===== src/rtl/dplf_pkg.sv =====
package dplf_pkg;

    localparam int DAC_W = 10;
    localparam int SEG_W = DAC_W / 2;

    typedef enum logic [1:0] {
        MD_RESET = 2'd0,
        MD_ACQ   = 2'd1,
        MD_LOCK  = 2'd2
    } lf_mode_e;

    typedef enum logic [1:0] {
        SQ_IDLE   = 2'd0,
        SQ_CHARGE = 2'd1,
        SQ_GAP    = 2'd2,
        SQ_SHARE  = 2'd3
    } dac_phase_e;

    typedef struct packed {
        logic [SEG_W-1:0] tap;
        logic [SEG_W-1:0] caps;
    } dac_word_t;

    function automatic int clamp_int(input int v, input int lo, input int hi);
        if (v < lo) return lo;
        if (v > hi) return hi;
        return v;
    endfunction

endpackage


===== src/rtl/lf_mode_fsm.sv =====
module lf_mode_fsm
    import dplf_pkg::*;
#(
    parameter int EW  = 12,
    parameter int CWD = 8,
    parameter int CSH = 4,
    parameter int LCW = 8
) (
    input  logic                 clk,
    input  logic                 rst,
    input  logic                 tick,
    input  logic signed [EW-1:0] err,
    input  logic [LCW-1:0]       lock_len,
    output lf_mode_e             mode_q,
    output logic [CWD-1:0]       coarse_q
);
    localparam int CMAX = (1 << CWD) - 1;
    localparam logic [CWD-1:0] CMID = CWD'(1 << (CWD - 1));
    localparam logic [LCW-1:0] CNT_MAX = '1;

    logic [LCW-1:0] cnt_q, cnt_n, need;
    logic [CWD-1:0] coarse_n;
    int             c_sum;

    always_comb begin
        c_sum    = clamp_int(int'(coarse_q) + (int'(err) >>> CSH), 0, CMAX);
        coarse_n = CWD'(c_sum);
        if (coarse_n != coarse_q)  cnt_n = '0;
        else if (cnt_q == CNT_MAX) cnt_n = cnt_q;
        else                       cnt_n = cnt_q + 1'b1;
        need = (lock_len == '0) ? LCW'(1) : lock_len;
    end

    always_ff @(posedge clk) begin
        if (rst) begin
            mode_q   <= MD_RESET;
            coarse_q <= CMID;
            cnt_q    <= '0;
        end else if (tick) begin
            case (mode_q)
                MD_RESET: mode_q <= MD_ACQ;
                MD_ACQ: begin
                    coarse_q <= coarse_n;
                    cnt_q    <= cnt_n;
                    if (cnt_n >= need) mode_q <= MD_LOCK;
                end
                default: ;
            endcase
        end
    end

    p_lock_frozen_r6: assert property (@(posedge clk) disable iff (rst)
        mode_q == MD_LOCK |=> mode_q == MD_LOCK && $stable(coarse_q));

    p_coarse_on_tick_r3: assert property (@(posedge clk) disable iff (rst)
        !tick |=> $stable(coarse_q) && $stable(mode_q));

endmodule


===== src/rtl/lf_fine_path.sv =====
module lf_fine_path
    import dplf_pkg::*;
#(
    parameter int EW      = 12,
    parameter int FB      = 6,
    parameter int KI_SHL  = 0,
    parameter int KP_SHL  = 4,
    parameter int POLE_SH = 2
) (
    input  logic                 clk,
    input  logic                 rst,
    input  logic                 tick,
    input  logic                 lock,
    input  logic signed [EW-1:0] err,
    output logic [DAC_W-1:0]     code_q
);
    localparam int FW  = DAC_W + FB;
    localparam int SW  = FW + 2;
    localparam int LIM = 1 << (FW - 1);
    localparam logic [DAC_W-1:0] MID = DAC_W'(1 << (DAC_W - 1));

    logic signed [SW-1:0] acc_q, y_q;
    logic [FB-1:0]        res_q;
    logic [DAC_W-1:0]     code_n;
    int acc_n, lead_i, y_n, sum_i;

    always_comb begin
        acc_n  = clamp_int(int'(acc_q) + (int'(err) <<< KI_SHL), -LIM, LIM - 1);
        lead_i = acc_n + (int'(err) <<< KP_SHL);
        y_n    = clamp_int(int'(y_q) + ((lead_i - int'(y_q)) >>> POLE_SH), -LIM, LIM - 1);
        sum_i  = y_n + LIM + int'(res_q);
        if (sum_i >= (1 << FW)) code_n = '1;
        else                    code_n = sum_i[FW-1:FB];
    end

    always_ff @(posedge clk) begin
        if (rst || !lock) begin
            acc_q  <= '0;
            y_q    <= '0;
            res_q  <= '0;
            code_q <= MID;
        end else if (tick) begin
            acc_q  <= SW'(acc_n);
            y_q    <= SW'(y_n);
            res_q  <= sum_i[FB-1:0];
            code_q <= code_n;
        end
    end

    p_code_on_tick_r8: assert property (@(posedge clk) disable iff (rst)
        (lock && !tick) |=> $stable(code_q));

endmodule


===== src/rtl/lf_dac_seq.sv =====
module lf_dac_seq
    import dplf_pkg::*;
(
    input  logic clk,
    input  logic rst,
    input  logic tick,
    output logic charge_en,
    output logic share_en
);
    dac_phase_e ph_q;

    always_ff @(posedge clk) begin
        if (rst) ph_q <= SQ_IDLE;
        else if (tick) ph_q <= SQ_CHARGE;
        else begin
            case (ph_q)
                SQ_CHARGE: ph_q <= SQ_GAP;
                SQ_GAP:    ph_q <= SQ_SHARE;
                default:   ph_q <= SQ_IDLE;
            endcase
        end
    end

    assign charge_en = (ph_q == SQ_CHARGE);
    assign share_en  = (ph_q == SQ_SHARE);

    p_no_overlap_r11: assert property (@(posedge clk) disable iff (rst)
        !(charge_en && share_en));

    p_share_after_charge_r11: assert property (@(posedge clk) disable iff (rst)
        share_en |-> $past(charge_en, 2) && !$past(charge_en));

endmodule


===== src/rtl/dual_path_lf.sv =====
module dual_path_lf
    import dplf_pkg::*;
#(
    parameter int EW      = 12,
    parameter int CWD     = 8,
    parameter int CSH     = 4,
    parameter int LCW     = 8,
    parameter int FB      = 6,
    parameter int KI_SHL  = 0,
    parameter int KP_SHL  = 4,
    parameter int POLE_SH = 2
) (
    input  logic                 clk,
    input  logic                 rst,
    input  logic                 ref_tick,
    input  logic signed [EW-1:0] phase_err,
    input  logic [LCW-1:0]       lock_len,
    output logic [CWD-1:0]       coarse_word,
    output logic [SEG_W-1:0]     ladder_tap,
    output logic [SEG_W-1:0]     cap_count,
    output logic                 charge_en,
    output logic                 share_en,
    output logic                 cancel_en,
    output logic [1:0]           mode
);
    lf_mode_e         mode_q;
    logic [DAC_W-1:0] code;
    dac_word_t        word;

    lf_mode_fsm #(.EW(EW), .CWD(CWD), .CSH(CSH), .LCW(LCW)) u_fsm (
        .clk(clk), .rst(rst), .tick(ref_tick), .err(phase_err),
        .lock_len(lock_len), .mode_q(mode_q), .coarse_q(coarse_word)
    );

    lf_fine_path #(.EW(EW), .FB(FB), .KI_SHL(KI_SHL), .KP_SHL(KP_SHL),
                   .POLE_SH(POLE_SH)) u_fine (
        .clk(clk), .rst(rst), .tick(ref_tick), .lock(mode_q == MD_LOCK),
        .err(phase_err), .code_q(code)
    );

    lf_dac_seq u_seq (
        .clk(clk), .rst(rst), .tick(ref_tick),
        .charge_en(charge_en), .share_en(share_en)
    );

    assign word       = code;
    assign ladder_tap = word.tap;
    assign cap_count  = word.caps;
    assign cancel_en  = (mode_q == MD_LOCK);
    assign mode       = mode_q;

    p_fine_mid_r4: assert property (@(posedge clk) disable iff (rst)
        mode_q != MD_LOCK |-> ladder_tap == SEG_W'(1 << (SEG_W - 1)) && cap_count == '0);

    p_code_held_share_r11: assert property (@(posedge clk) disable iff (rst)
        share_en |-> $stable(code));

endmodule


===== config.mk =====
export PLATFORM = sky130hd
export DESIGN_NAME = dual_path_lf
export DESIGN_NICKNAME = d
export VERILOG_FILES = /design/src/rtl/dplf_pkg.sv /design/src/rtl/lf_mode_fsm.sv /design/src/rtl/lf_fine_path.sv /design/src/rtl/lf_dac_seq.sv /design/src/rtl/dual_path_lf.sv
export SDC_FILE = /design/constraint.sdc
export NUM_CORES = 1
export LEC_CHECK = 0
export BUFFER_PORTS_ARGS = -buffer_cell sky130_fd_sc_hd__buf_4
export CORE_ASPECT_RATIO = 2
export CORE_UTILIZATION = 50
export DETAILED_ROUTE_END_ITERATION = 10
export PLACE_DENSITY = 0.79
export SLEW_MARGIN = 20
export SYNTH_ARGS = -nofsm -noshare
export SYNTH_HDL_FRONTEND = slang
export SYNTH_SLANG_ARGS = --single-unit

===== constraint.sdc =====
create_clock -name clk -period 9.8 [get_ports clk]
set_input_delay 0.98 -clock clk [delete_from_list [all_inputs] [get_ports clk]]
set_output_delay 0.98 -clock clk [all_outputs]
set_load 0.01 [all_outputs]

; Yosys cells after proc, flatten, opt, wreduce, memory -nomap -nowiden
; Index checks and enable logic that the tools add are counted.
[word_totals]
elab_cells = 69
reg_bits = 72
output_inout_bits = 23
in_bits = 23
[op_classes]
eq_ne = 8
n_lt_le_gt_ge = 8
mux = 28
n_reduce_logical = 8
addsub = 8
[ops]
columns = cell, count
row1 = 2-to-1 mux 32 bit, 8
row2 = > comparator 32 x 16 -> 1 bit (second input constant), 2
row3 = < comparator 32 x 16 -> 1 bit (second input constant), 2
row4 = 2-to-1 mux 8 bit, 6
row5 = adder 32 x 16 -> 32 bit, 1
row6 = adder 32 x 17 -> 32 bit (second input constant), 1
row7 = adder 32 x 7 -> 32 bit, 1
row8 = >= comparator 32 x 18 -> 1 bit (second input constant), 1
row9 = subtractor 32 x 18 -> 32 bit, 1
row10 = adder 18 x 30 -> 31 bit, 1
row11 = adder 18 x 12 -> 19 bit, 1
row12 = adder 9 x 8 -> 10 bit, 1
row13 = > comparator 10 x 9 -> 1 bit (second input constant), 1
row14 = < comparator 10 x 1 -> 1 bit (second input constant), 1
row15 = 2-to-1 mux 1 bit, 10
row16 = 2-to-1 mux 10 bit, 1
row17 = adder 8 x 1 -> 8 bit (second input constant), 1
row18 = equality test 8 bit (second input constant), 1
row19 = >= comparator 8 bit, 1
row20 = logical NOT 8 bit, 1
row21 = inequality test 8 bit, 1
row22 = one-hot mux 2 bit (2 select lines), 2
row23 = equality test 2 bit (second input constant), 3
row24 = equality test 2 x 1 -> 1 bit (second input constant), 2
row25 = other kinds (9), 9

; Logic depth before layout (Yosys ltp)
[logic_depth]
depth_word = 18
depth_mapped = 50
depth_no_buf = 47

; By module
; A second synthesis with hierarchy kept.
[unflattened]
hier_cells = 1184
area_unflattened_um2 = 9061.2
[by_module_without_submodules]
columns = mod, cells_each, instances, area_each_um2, seq_area_each_um2
row1 = lf_fine_path, 908, 1, 6890.4, 1041.0
row2 = lf_mode_fsm, 266, 1, 2057.0, 360.3
row3 = lf_dac_seq, 9, 1, 100.1, 40.0
row4 = dual_path_lf, 1, 1, 13.8, 0.0

; Worst setup path after synthesis
; No wires, ideal clock.
[synth_path]
path_type = input -> register
start = input phase_err[0]
end = register u_fine.code_q[6]
setup_ns = 0.130
arrival_time_ns = 10.488
required_ns = 9.670
path_buffers = 4
cell_stages = 48
path_slack_ns = -0.818
path_cell_list = ha_1 fa_1 a211oi_1 o21ai_0 a211oi_2 o31ai_1 a41oi_1 nor2_1 a21o_1 ha_1 o21a_1 fa_1 a21o_1 a21oi_1 o21bai_1 a21oi_1 o21ai_0 a211oi_1 (+12 left out) o211a_1 nor4_1 and4_1 nor2_1 clkbuf_1 a21oi_1 inv_1 ha_1 fa_1 a21o_1 a21oi_1 o21bai_1 a21oi_1 clkbuf_1 nor2_1 mux2_2 a22oi_1 a211oi_1
[synth_lines]
columns = item, line_no
row1 = from (decl), dual_path_lf.sv:16  ; input logic signed [EW-1:0] phase_err,
row2 = to (signal assigned), lf_fine_path.sv:46  ; code_q <= code_n;
row3 = to (decl), lf_fine_path.sv:15  ; output logic [DAC_W-1:0] code_q

==> flow_metrics.env <==
export IMPL_hold_viol=0
export IMPL_wl_per_cell_um=20.1
export IMPL_relSlewSlack_pct=41.1
export IMPL_setup_tns_ps=-7330
export IMPL_route_detailed_drc=0
export IMPL_tightestPinTransition_ps=875
export IMPL_setup_viol=12
export IMPL_grt_use_met2_pct=59.8
export IMPL_slew_viol_final=0
export IMPL_clk_insertion_delay_late_ps=360
export IMPL_async_flop_share_pct=0
export IMPL_dr_pass1_iters=7
export IMPL_cts_buffer_depth=2
export IMPL_vias_per_cell=6.40
export IMPL_hpwl_mm=21.2
export IMPL_use_met3_pct=5.10
export IMPL_cp_required_ps=10040
export IMPL_max_stage_delay_ps=600
export IMPL_powerDensity_nw_per_um2=127
export IMPL_fmax_ghz=0.0946
export IMPL_worstSetupStartpoint="phase_err[11]"
export IMPL_wl_mm=33.1
export IMPL_antenna_found_initial=0
export IMPL_syn_nets=1291
export IMPL_htree_levels=3
export IMPL_met1_usage_pct=29.7
export IMPL_hp_start="u_fine.acc_q[17]$_SDFFE_PP0P_"
export IMPL_die_w_um=96.3
export IMPL_synth_cell_type_count=91
export IMPL_cp_end_kind="flop"
export IMPL_detail_route_antenna_nets=0
export IMPL_crit_type="in2reg"
export IMPL_violations="setup timing"
export IMPL_synth_area_per_cell_sq_um=7.74
export IMPL_yosys_most_used_dff="dfxtp_1"
export IMPL_die_h_um=191
export IMPL_netlist_instances=1150
export IMPL_dp_slack_ps=-813
export IMPL_crit_path_max_fanout=6
export IMPL_synth_edf_count=0
export IMPL_maxCapViolCount=0
export IMPL_status="finished with violations"
export IMPL_diodes=0
export IMPL_vdd_drop_max_uv=77.5
export IMPL_drt_iter0_markers=747
export IMPL_crit_path_top_delay_cell="fa_1"
export IMPL_vias=10500
export IMPL_cts_buffers=9
export IMPL_rows=68
export IMPL_finalCriticalPeriod_ps=10570
export IMPL_layout_drive_gt1_share_pct=32.9
export IMPL_grt_ovfl_total=0
export IMPL_top_level_ports=46
export IMPL_portBuffers=45
export IMPL_ys_ff_latch=72
export IMPL_yosys_warnings=0
export IMPL_grt_max_degree=80
export IMPL_crit_arrival_ps=10800
export IMPL_fp_dieArea_sq_um=18400
export IMPL_cpMostUsedCell="buf_4"
export IMPL_rsz0062_at_grt="yes"
export IMPL_min_path_type="reg2reg"
export IMPL_final_net_count=1572
export IMPL_syn2layout_area_growth_pct=39.3
export IMPL_path_clk_slew_ps=70
export IMPL_startpoint_type="primary input"
export IMPL_setup_ws_ps=-767
export IMPL_yosysSeqAreaShare_pct=16.2
export IMPL_fin_crit_sh_pct=108
export IMPL_root_buffer="clkbuf_16"
export IMPL_first_global_vias=10200
export IMPL_leakage_uw=0.00574
export IMPL_hold_ws_ps=480
export IMPL_clkSinkCount=72
export IMPL_r2r_start="u_fine.acc_q[15]$_SDFFE_PP0P_"
export IMPL_cts_tree="yes"
export IMPL_busiest_layer="met2"
export IMPL_fin_skew_ps=14.8
export IMPL_synth_area_sq_um=8900
export IMPL_core_area_sq_um=17400
export IMPL_final_util_pct=71.4
export IMPL_gp_congestion=0.919
export IMPL_grt_first_pass_wirelength_mm=45.8
export IMPL_track_usage_pct=32.0
export IMPL_start_util_pct=51.3
## layout by cell type, fill, tap and decap left out, types with 13 or more instances in the layout
| master | count |
|---|---|
| o211ai_1 | 20 |
| o21ai_1 | 13 |
| a21o_1 | 39 |
| o21ai_0 | 51 |
| o21a_1 | 27 |
| nand4_1 | 14 |
| xnor2_1 | 44 |
| nand3_1 | 20 |
| a21oi_2 | 23 |
| nor3_1 | 22 |
| fa_1 | 17 |
| nand2_1 | 61 |
| o21bai_1 | 16 |
| inv_1 | 78 |
| xor2_1 | 22 |
| mux2i_1 | 13 |
| dfxtp_1 | 72 |
| a211oi_1 | 13 |
| a21oi_1 | 82 |
| ha_1 | 80 |
| buf_4 | 304 |
| ha_4 | 17 |
| nand2b_1 | 36 |
| nor2_1 | 90 |
## worst max-delay path, delay by kind of cell
family | cells | cell delay (ps)
buf+inv | 11 | 1570
simple gates | 11 | 1920
compound gates | 20 | 4130
xor+xnor | 1 | 80
fa+ha+maj | 6 | 2120
## worst paths after layout
path                                                 endpoint  slack (ps)  cells after the start
worst min-delay path            u_fine.acc_q[17]$_SDFFE_PP0P_         480                      1
worst min register to register  u_fine.acc_q[17]$_SDFFE_PP0P_         480                      1
worst max register to register  u_fine.code_q[9]$_SDFFE_PP1P_        -160                     47
worst max-delay path            u_fine.code_q[9]$_SDFFE_PP1P_        -770                     49
## cells in the mapped netlist, types with 10 or more instances
cell	n	share of area [%]
xnor2_1	45	4.4
nand3_1	22	1.2
ha_1	98	14
a21o_1	39	3.3
and3_1	10	0.70
nor3_1	23	1.3
clkbuf_1	31	1.3
nand4_1	14	0.98
buf_2	10	0.56
a31oi_1	11	0.77
nand2b_1	36	2.5
nor2b_1	13	0.91
nand3b_1	11	0.93
o21bai_1	16	1.3
nand2_1	62	2.6
a21oi_1	104	5.8
a211oi_1	17	1.4
fa_1	20	4.5
dfxtp_1	72	16
o21a_1	30	2.5
xor2_1	22	2.2
inv_1	82	3.5
o211ai_1	20	1.7
mux2i_1	14	1.6
o21ai_0	69	3.9
and2_1	11	0.77
nor2_1	98	4.1
## state kept, by name, indices dropped and copies added, names as in the netlist
name and count:
u_fine.acc_q 18, u_fine.code_q 10, u_fine.res_q 6, u_fine.y_q 18, u_fsm.cnt_q 8, u_fsm.coarse_q 8, u_fsm.mode_q 2, u_seq.ph_q 2
## power by group
group / switching (uW) / internal, uW / total [uW] / leakage [uW]
Sequential: 3.41 / 295 / 298 / 0.000581
Clock: 146 / 196 / 342 / 0.000135
Combinational: 494 / 433 / 928 / 0.00502
## cell type report
class	instances	area, sq um
tap	210	263
clock inverter	5	58.8
fill	1252	4960
timing repair buffer	318	2450
sequential	72	1440
inverter	82	308
multi-input combinational	948	7650
clock buffer	10	229
## logic make-up (layout without fill, tap and decap cells)
logic type	count (synthesis)	in the layout	synth area share [%]
AO/OA/AOI/OAI	403	403	30.8
XOR/XNOR	67	67	6.59
adder cells (fa/ha/maj)	118	118	18.3
buffers and inverters	130	415	5.85
flip-flops	72	72	16.2
multiplexers	19	19	2.33
AND/OR/NAND/NOR	341	341	20.0
## what timing repair did
action | in CTS | in global routing
endpoints found under the setup margin | 10 | 13
hold buffers | 0 | 0
resized for setup | 42 | 101
pin swaps | 33 | 74
setup buffers | 16 | 30
## metal layers
metal,part of all wire (%),vias to the layer above
met1,33,4942
met5,0,-
met2,52,574
li1,-,4759
met3,6.8,261
met4,8.9,0
## per-stage QoR
stage,cell area (sq um),total power [uW],cells
after floorplan,9010,795,1150
after global placement,11100,1070,1585
after detailed placement,11100,1090,1585
after CTS,11700,1460,1616
after global routing,12400,1650,1645
final,12400,1570,1645
(Power assumes the default switching activity.)
